**src/rtl/ext_lim_pkg.sv**
```systemverilog
// Package: shared constants, constellation mode type and helpers for the
// extension limit table generator. Assumes real constellation sizes are
// powers of two no larger than 8.
package ext_lim_pkg;

    localparam int LIM_W = 4;

    typedef enum logic [1:0] {
        CST_QPSK   = 2'd0,
        CST_QAM16  = 2'd1,
        CST_QAM64  = 2'd2,
        CST_QAM64B = 2'd3
    } cst_mode_e;

    // Real constellation size for a mode
    function automatic logic [LIM_W-1:0] omega_of(input cst_mode_e m);
        case (m)
            CST_QPSK:  return LIM_W'(2);
            CST_QAM16: return LIM_W'(4);
            default:   return LIM_W'(8);
        endcase
    endfunction

    // log2 of the real constellation size
    function automatic logic [1:0] omega_lg(input cst_mode_e m);
        case (m)
            CST_QPSK:  return 2'd1;
            CST_QAM16: return 2'd2;
            default:   return 2'd3;
        endcase
    endfunction

endpackage

```
**src/rtl/lim_seq.sv**
```systemverilog
// Sequencer: accepts a start pulse while idle, then walks every
// (layer, rank) pair, rank-major within a layer, one per cycle.
// Raises done after the last pair and holds it until the next start.
// Assumes LAYERS >= 2 and KMAX >= 2.
module lim_seq #(
    parameter int LAYERS = 8,
    parameter int KMAX   = 16,
    localparam int LAY_W  = $clog2(LAYERS),
    localparam int KIDX_W = $clog2(KMAX)
) (
    input  logic              clk,
    input  logic              rst_n,
    input  logic              start,
    output logic              busy,
    output logic              done,
    output logic              cap_en,
    output logic              wr_en,
    output logic [LAY_W-1:0]  layer_idx,
    output logic [KIDX_W-1:0] rank_idx
);

    logic last_rank;
    logic last_layer;

    // Decode end-of-row and end-of-table positions
    always_comb begin
        last_rank  = (rank_idx == KIDX_W'(KMAX - 1));
        last_layer = (layer_idx == LAY_W'(LAYERS - 1));
        cap_en     = start && !busy;
        wr_en      = busy;
    end

    // Walk counters and busy/done state
    always_ff @(posedge clk) begin
        if (!rst_n) begin
            busy      <= 1'b0;
            done      <= 1'b0;
            layer_idx <= '0;
            rank_idx  <= '0;
        end else if (!busy) begin
            if (start) begin
                busy      <= 1'b1;
                done      <= 1'b0;
                layer_idx <= '0;
                rank_idx  <= '0;
            end
        end else if (last_rank) begin
            rank_idx <= '0;
            if (last_layer) begin
                busy <= 1'b0;
                done <= 1'b1;
            end else begin
                layer_idx <= layer_idx + 1'b1;
            end
        end else begin
            rank_idx <= rank_idx + 1'b1;
        end
    end

    assert_busy_done_excl_R2: assert property (@(posedge clk) disable iff (!rst_n)
        busy |-> !done);

    assert_done_after_run_R2: assert property (@(posedge clk) disable iff (!rst_n)
        $rose(done) |-> $past(busy));

    assert_done_hold_R9: assert property (@(posedge clk) disable iff (!rst_n)
        (done && !start) |=> done);

endmodule

```
**src/rtl/lim_arith.sv**
```systemverilog
// Datapath: computes one clamped limit per cycle,
// floor(beta * (M - k/M) * g), with beta and g unsigned Q.FRAC and the
// (M - k/M) term exact in 3 fractional bits. Purely combinational.
// Assumes M is a power of two up to 8, so k/M is exact in 3 fractional bits.
module lim_arith
    import ext_lim_pkg::*;
#(
    parameter int KMAX   = 16,
    parameter int BETA_W = 12,
    parameter int INV_W  = 16,
    parameter int FRAC   = 8,
    localparam int KIDX_W = $clog2(KMAX),
    localparam int NPAR_W = $clog2(KMAX + 1)
) (
    input  logic [1:0]        mode,
    input  logic [BETA_W-1:0] beta,
    input  logic [INV_W-1:0]  inv_gain,
    input  logic [NPAR_W-1:0] num_parents,
    input  logic [KIDX_W-1:0] rank_idx,
    output logic [LIM_W-1:0]  limit
);

    localparam int TERM_W = KIDX_W + 8;
    localparam int GAIN_W = BETA_W + INV_W;
    localparam int PROD_W = GAIN_W + TERM_W + 1;
    localparam int SHIFT  = 2 * FRAC + 3;

    cst_mode_e                 cmode;
    logic [LIM_W-1:0]          omega;
    logic [1:0]                k_sh;
    logic [KIDX_W:0]           rank;
    logic                      active;
    logic [TERM_W-1:0]         om_q3;
    logic [TERM_W-1:0]         k_q3;
    logic signed [TERM_W-1:0]  term;
    logic [GAIN_W-1:0]         gain;
    logic signed [PROD_W-1:0]  prod;
    logic signed [PROD_W-1:0]  whole;

    // Constellation constants and rank decoding
    always_comb begin
        cmode  = cst_mode_e'(mode);
        omega  = omega_of(cmode);
        k_sh   = 2'd3 - omega_lg(cmode);
        rank   = {1'b0, rank_idx} + 1'b1;
        active = (32'(rank) <= 32'(num_parents));
    end

    // Reliability term (M - k/M) in 3 fractional bits, may go negative
    always_comb begin
        om_q3 = TERM_W'(omega) << 3;
        k_q3  = TERM_W'(rank) << k_sh;
        term  = signed'(om_q3 - k_q3);
    end

    // Full-precision product and integer part
    always_comb begin
        gain  = GAIN_W'(beta) * GAIN_W'(inv_gain);
        prod  = signed'(PROD_W'(gain)) * PROD_W'(term);
        whole = prod >>> SHIFT;
    end

    // Floor and clamp into 0..M
    always_comb begin
        if (!active || prod <= 0) begin
            limit = '0;
        end else if (whole > signed'(PROD_W'(omega))) begin
            limit = omega;
        end else begin
            limit = whole[LIM_W-1:0];
        end
    end

endmodule

```
**src/rtl/lim_table.sv**
```systemverilog
// Limit table: one register per (layer, rank), written one entry per
// cycle, read combinationally. Cleared only by reset.
// Assumes read addresses beyond the table are not used (they read 0).
module lim_table
    import ext_lim_pkg::*;
#(
    parameter int LAYERS = 8,
    parameter int KMAX   = 16,
    localparam int LAY_W  = $clog2(LAYERS),
    localparam int KIDX_W = $clog2(KMAX)
) (
    input  logic              clk,
    input  logic              rst_n,
    input  logic              wr_en,
    input  logic [LAY_W-1:0]  wr_layer,
    input  logic [KIDX_W-1:0] wr_rank,
    input  logic [LIM_W-1:0]  wr_data,
    input  logic [LAY_W-1:0]  rd_layer,
    input  logic [KIDX_W-1:0] rd_rank,
    output logic [LIM_W-1:0]  rd_data
);

    logic [LIM_W-1:0] tbl [LAYERS][KMAX];

    for (genvar l = 0; l < LAYERS; l++) begin : g_layer
        for (genvar r = 0; r < KMAX; r++) begin : g_rank
            // Hold one entry, load when the walk addresses it
            always_ff @(posedge clk) begin
                if (!rst_n) begin
                    tbl[l][r] <= '0;
                end else if (wr_en && wr_layer == LAY_W'(l) && wr_rank == KIDX_W'(r)) begin
                    tbl[l][r] <= wr_data;
                end
            end
        end
    end

    // Combinational read port
    always_comb begin
        if (32'(rd_layer) < LAYERS && 32'(rd_rank) < KMAX) begin
            rd_data = tbl[rd_layer][rd_rank];
        end else begin
            rd_data = '0;
        end
    end

endmodule

```
**src/rtl/ext_limit_calc.sv**
```systemverilog
// Top: extension limit table generator. Captures the frame inputs on an
// accepted start, steps the datapath over every (layer, rank) pair and
// stores the clamped limits in the table.
// Assumes inputs are unsigned fixed point with FRAC fractional bits.
module ext_limit_calc
    import ext_lim_pkg::*;
#(
    parameter int LAYERS = 8,
    parameter int KMAX   = 16,
    parameter int BETA_W = 12,
    parameter int INV_W  = 16,
    parameter int FRAC   = 8
) (
    input  logic                        clk,
    input  logic                        rst_n,
    input  logic                        start,
    input  logic [1:0]                  mode,
    input  logic [BETA_W-1:0]           beta,
    input  logic [$clog2(KMAX+1)-1:0]   num_parents,
    input  logic [LAYERS*INV_W-1:0]     inv_gain,
    input  logic [$clog2(LAYERS)-1:0]   rd_layer,
    input  logic [$clog2(KMAX)-1:0]     rd_rank,
    output logic [LIM_W-1:0]            rd_limit,
    output logic                        busy,
    output logic                        done
);

    localparam int LAY_W  = $clog2(LAYERS);
    localparam int KIDX_W = $clog2(KMAX);
    localparam int NPAR_W = $clog2(KMAX + 1);

    logic                     cap_en;
    logic                     wr_en;
    logic [LAY_W-1:0]         layer_idx;
    logic [KIDX_W-1:0]        rank_idx;
    logic [1:0]               mode_q;
    logic [BETA_W-1:0]        beta_q;
    logic [NPAR_W-1:0]        npar_q;
    logic [LAYERS*INV_W-1:0]  inv_q;
    logic [INV_W-1:0]         inv_cur;
    logic [LIM_W-1:0]         wr_data;
    logic [LIM_W-1:0]         omega_q;

    lim_seq #(.LAYERS(LAYERS), .KMAX(KMAX)) i_seq (
        .clk       (clk),
        .rst_n     (rst_n),
        .start     (start),
        .busy      (busy),
        .done      (done),
        .cap_en    (cap_en),
        .wr_en     (wr_en),
        .layer_idx (layer_idx),
        .rank_idx  (rank_idx)
    );

    // Capture frame inputs when a start is accepted
    always_ff @(posedge clk) begin
        if (!rst_n) begin
            mode_q <= '0;
            beta_q <= '0;
            npar_q <= '0;
            inv_q  <= '0;
        end else if (cap_en) begin
            mode_q <= mode;
            beta_q <= beta;
            npar_q <= num_parents;
            inv_q  <= inv_gain;
        end
    end

    // Select the current layer's gain and the active constellation size
    always_comb begin
        inv_cur = inv_q[32'(layer_idx)*INV_W +: INV_W];
        omega_q = omega_of(cst_mode_e'(mode_q));
    end

    lim_arith #(.KMAX(KMAX), .BETA_W(BETA_W), .INV_W(INV_W), .FRAC(FRAC)) i_arith (
        .mode        (mode_q),
        .beta        (beta_q),
        .inv_gain    (inv_cur),
        .num_parents (npar_q),
        .rank_idx    (rank_idx),
        .limit       (wr_data)
    );

    lim_table #(.LAYERS(LAYERS), .KMAX(KMAX)) i_table (
        .clk      (clk),
        .rst_n    (rst_n),
        .wr_en    (wr_en),
        .wr_layer (layer_idx),
        .wr_rank  (rank_idx),
        .wr_data  (wr_data),
        .rd_layer (rd_layer),
        .rd_rank  (rd_rank),
        .rd_data  (rd_limit)
    );

    assert_clamp_upper_R4: assert property (@(posedge clk) disable iff (!rst_n)
        wr_en |-> (wr_data <= omega_q));

    assert_unused_rank_R7: assert property (@(posedge clk) disable iff (!rst_n)
        (wr_en && (32'(rank_idx) >= 32'(npar_q))) |-> (wr_data == '0));

    assert_rank_monotone_R10: assert property (@(posedge clk) disable iff (!rst_n)
        (wr_en && $past(wr_en) && rank_idx != '0) |-> (wr_data <= $past(wr_data)));

    assert_capture_hold_R8: assert property (@(posedge clk) disable iff (!rst_n)
        (busy && $past(busy)) |-> ($stable(beta_q) && $stable(mode_q) &&
                                   $stable(npar_q) && $stable(inv_q)));

endmodule

```
**config.mk**
```make
export PLATFORM = sky130hd
export DESIGN_NAME = ext_limit_calc
export DESIGN_NICKNAME = d
export VERILOG_FILES = /design/src/rtl/ext_lim_pkg.sv /design/src/rtl/lim_seq.sv /design/src/rtl/lim_arith.sv /design/src/rtl/lim_table.sv /design/src/rtl/ext_limit_calc.sv
export SDC_FILE = /design/constraint.sdc
export NUM_CORES = 2
export LEC_CHECK = 0
export CORE_MARGIN = 2
export CORE_UTILIZATION = 57
export CTS_CLUSTER_SIZE = 25
export DETAILED_ROUTE_END_ITERATION = 12
export PLACE_DENSITY = 0.76
export SYNTH_ARGS = -nofsm -noshare
export SYNTH_HDL_FRONTEND = slang
export SYNTH_SLANG_ARGS = --single-unit
```
**constraint.sdc**
```tcl
create_clock -name clk -period 14.2 [get_ports clk]
set_clock_uncertainty 0.05 [all_clocks]
set_input_delay 1.42 -clock clk [delete_from_list [all_inputs] [get_ports clk]]
set_output_delay 1.42 -clock clk [all_outputs]
set_load 0.02 [all_outputs]
```
==> implementation parameters <==
Parameter                              Value

Route
  Final ANT Viol Nets ... 0
  Initial DRC count ... 3827
  Final routed wirelength across all metal layers ... around 130 mm
  Wirelength per Cell ... 22.1 microns
  Via/cell ratio ... roughly 6
  Number of iterations in the first detailed-routing pass ... 5
  Post-route DRC ... 0
  Overall via count from detail_route ... about 36000

Global route
  Initial antenna violation count ... 4
  Final global-route overflow total ... 0
  Global-route wire length before repair ... 204 mm
  Total Routing Usage GR ... 0.293
  Via count of the first global-routing pass ... between 30000 and 40000
  Pin count of the biggest net entering global routing ... approximately 130

Setup path
  CP max stage delay ... between 500 and 600 ps
  Worst reg-to-reg path cell count ... 42
  Critical path launch point type ... register
  Critical setup path kind ... register to register
  Setup slack, reg-to-reg ... about 570 ps
  Most frequent cell on the critical path ... sky130_fd_sc_hd__fa_1
  Kind of end point of the critical path ... register
  Signal arrival time at the worst endpoint ... ~14000 ps
  Terminus of the critical flop-to-flop path ... i_table.tbl[6][20]
  CP max stage cell ... sky130_fd_sc_hd__fa_1
  First element of the critical path ... i_seq.layer_idx[0]
  Origin of the critical flop-to-flop path ... i_seq.layer_idx[0]
  Worst-path fanout max ... ~130
  Endpoint required time on the critical path ... 14540 ps

Logic synthesis
  Largest cells by area after synthesis ... sky130_fd_sc_hd__edfxtp_1 (31%), sky130_fd_sc_hd__fa_1 (16%), sky130_fd_sc_hd__mux4_2 (9.2%), sky130_fd_sc_hd__dfxtp_1 (6.4%), sky130_fd_sc_hd__nand2_1 (6.0%)
  Fraction of the yosys area taken by sequential cells ... 0.378
  Largest area contributor in the netlist ... sky130_fd_sc_hd__edfxtp_1
  Synth async-reset ratio ... 0
  EDFF count, synth ... just over 500
  Post-synthesis instance total ... around 4600
  Distinct cell type count after synthesis ... 72
  Count of warnings emitted by yosys ... 0
  Seq cells post-synth ... approximately 670
  Flip-flop cell with the highest count after synthesis ... sky130_fd_sc_hd__edfxtp_1
  Proportion of netlist area held by the largest area contributor ... 0.314
  Syn_area_per_cell ... between 10 and 15 sq um
  Post-Synthesis Cell Area ... around 49000 sq um
  Post-Synthesis Net Count ... around 5400

Die
  Area enclosed by the die boundary ... a little under 90000 sq um
  Die width ... approximately 300 microns
  Floorplan die height ... ~300 microns
  Number of primary I/O pins ... between 150 and 200
  Core region area ... ~85000 sq um
  Number of placement rows ... around 110
  Effective utilization at floorplan ... 0.575

STA
  Period utilization ... 0.960
  Setup-failing EPs final ... 0
  Number of pins exceeding their max-slew limit in the final report ... 0
  Minimum clock period after layout ... roughly 14000 ps
  Setup TNS ... 0 ps
  Max-slew headroom ... 0.246
  RSZ-0062 raised after global routing ... no
  Worst-margin pin slew ... around 1100 ps
  Final hold violation count ... 0
  Fmax ... between 70 and 80 MHz

Placement
  HPWL after DPL ... about 89 mm
  Post-placement cell area ... just over 50000 sq um
  RePlAce Congestion ... ~0.9
  I/O Buffers ... between 150 and 200

Clock network
  Cts bufs inserted ... 72
  H-Tree Level Count ... 3
  Maximum clock path buffer count ... 3
  Root buffer selected by CTS ... sky130_fd_sc_hd__clkbuf_16
  Insertion delay of the later-clocked pin in the worst-skew pair ... 670 ps
  Reg clk slew, reported paths ... 60 ps
  Total number of clock tree sinks ... between 600 and 700
  TritonCTS clock tree ... built

Worst hold path
  Worst min path class ... register to register
  Terminating pin of the worst hold path ... inv_q[80]
  Hold depth ... 2
  Min-delay src ... inv_q[80]

Finish
  Area delta synth->final ... 10.2%
  # nets final ... between 5000 and 6000
  Post-layout instance area ... around 54000 sq um
  Layout cells sized above 1 ... 0.0986

Pwr
  Max VDD drop ... around 0.36 mV
  Standby leakage power ... 20.8 nW
  Final Power ... a little over 7 mW
  Total power per unit cell area ... around 130 nW/um^2

Flow run
  Number of max-cap violations ... 0

Status
  Result of the run ... completed
## cells in the final DEF, fill, tap and decap left out, drive strengths merged, types with 92 or more instances in the layout
cell,n
nand2,784
a21oi,437
clkdlybuf4s50,157
inv,517
and2,117
edfxtp,512
o21ai,166
a21boi,147
fa,401
dfxtp,156
buf,103
nor4,116
ha,193
mux4,200
clkbuf,92
nor2,117
## final cells by class
class / instances / area [sq um]
Clock inverter: 43 / 427
Timing Repair Buffer: 261 / 2530
Antenna cell: 2 / 5.00
Multi-Input combinational cell: 3086 / 27100
Clock buffer: 91 / 1930
Tap cell: 1144 / 1430
Fill cell: 6578 / 31200
Inverter: 515 / 1930
Sequential cell: 668 / 18500
## how the worst max path moves through the flow
stage	slack, ps	endpoint	cells after the start
finish	570	i_table.tbl[6][20]	42
global route	40	i_table.tbl[4][36]	42
CTS	210	i_table.tbl[3][10]	43
detailed placement	260	i_table.tbl[6][50]	43
global placement	480	i_table.tbl[0][57]	42
floorplan	920	i_table.tbl[0][28]	51
## worst max-delay path, delay by kind of cell (launching register included)
kind                     cells  cell delay [ps]
adder cells (fa/ha/maj)     12             5700
AO/OA/AOI/OAI               12             3090
multiplexers                 2              660
flip-flops                   1              500
XOR/XNOR                     1              290
buffers and inverters        8             1040
AND/OR/NAND/NOR              7             1890
## synthesized netlist by cell type, drive strengths merged, types with 67 or more instances
| cell type | instances |
|---|---|
| clkbuf | 301 |
| a21boi | 147 |
| buf | 71 |
| and2 | 117 |
| nor4 | 116 |
| a21oi | 437 |
| nor2 | 117 |
| nand2 | 784 |
| mux4 | 200 |
| ha | 193 |
| dfxtp | 156 |
| edfxtp | 512 |
| nor2b | 67 |
| fa | 401 |
| inv | 513 |
| o21ai | 166 |
## metrics by stage
| stage | util | hold slack (ps) | setup WS, ps | instances |
|---|---|---|---|---|
| after CTS | 0.632 | 416 | 209 | 5807 |
| after global routing | 0.633 | 429 | 41.9 | 5808 |
| final | 0.633 | 414 | 568 | 5810 |
| after floorplan | - | 390 | 923 | 4641 |
| after detailed placement | 0.605 | 407 | 260 | 5673 |
| after global placement | 0.605 | 399 | 477 | 5673 |
## logic make-up (layout without fill, tap and decap cells)
logic type      Yosys count  count (layout)  share of synthesized area
xor+xnor                 62              62                     0.0111
other cells               0               2                          0
buf+inv                 887             910                     0.0726
mux                     220             220                     0.0963
fa+ha+maj               594             594                      0.213
flops                   668             668                      0.378
compound gates          880             880                      0.106
simple gates           1330            1330                      0.123
## per-layer routing
layer / GRT usage / vias up / share of wire
li1: - / 15800 / -
met2: 0.479 / 2145 / 0.48
met1: 0.383 / 17600 / 0.37
met3: 0.0653 / 360 / 0.11
met4: 0.116 / 2 / 0.044
met5: 0 / - / 0.000086
## power by group
part	switching [mW]	internal (mW)
logic	1.90	1.02
clock network	0.815	1.07
registers	0.0468	2.19
## what timing repair did
| item | in CTS | in global routing |
|---|---|---|
| hold buffers | 0 | 0 |
| setup buffers | 0 | 1 |
| gates resized for setup | 0 | 10 |
| endpoints found under the setup margin | 0 | 512 |
## sequential cells by signal, summed over array words and instances (netlist names)
name	count
i_seq.busy	1
mode_q	2
npar_q	5
beta_q	12
i_seq.done	1
i_seq.rank_idx	4
i_table.tbl	512
inv_q	128
i_seq.layer_idx	3
Power figures use the tool's default switching activity.
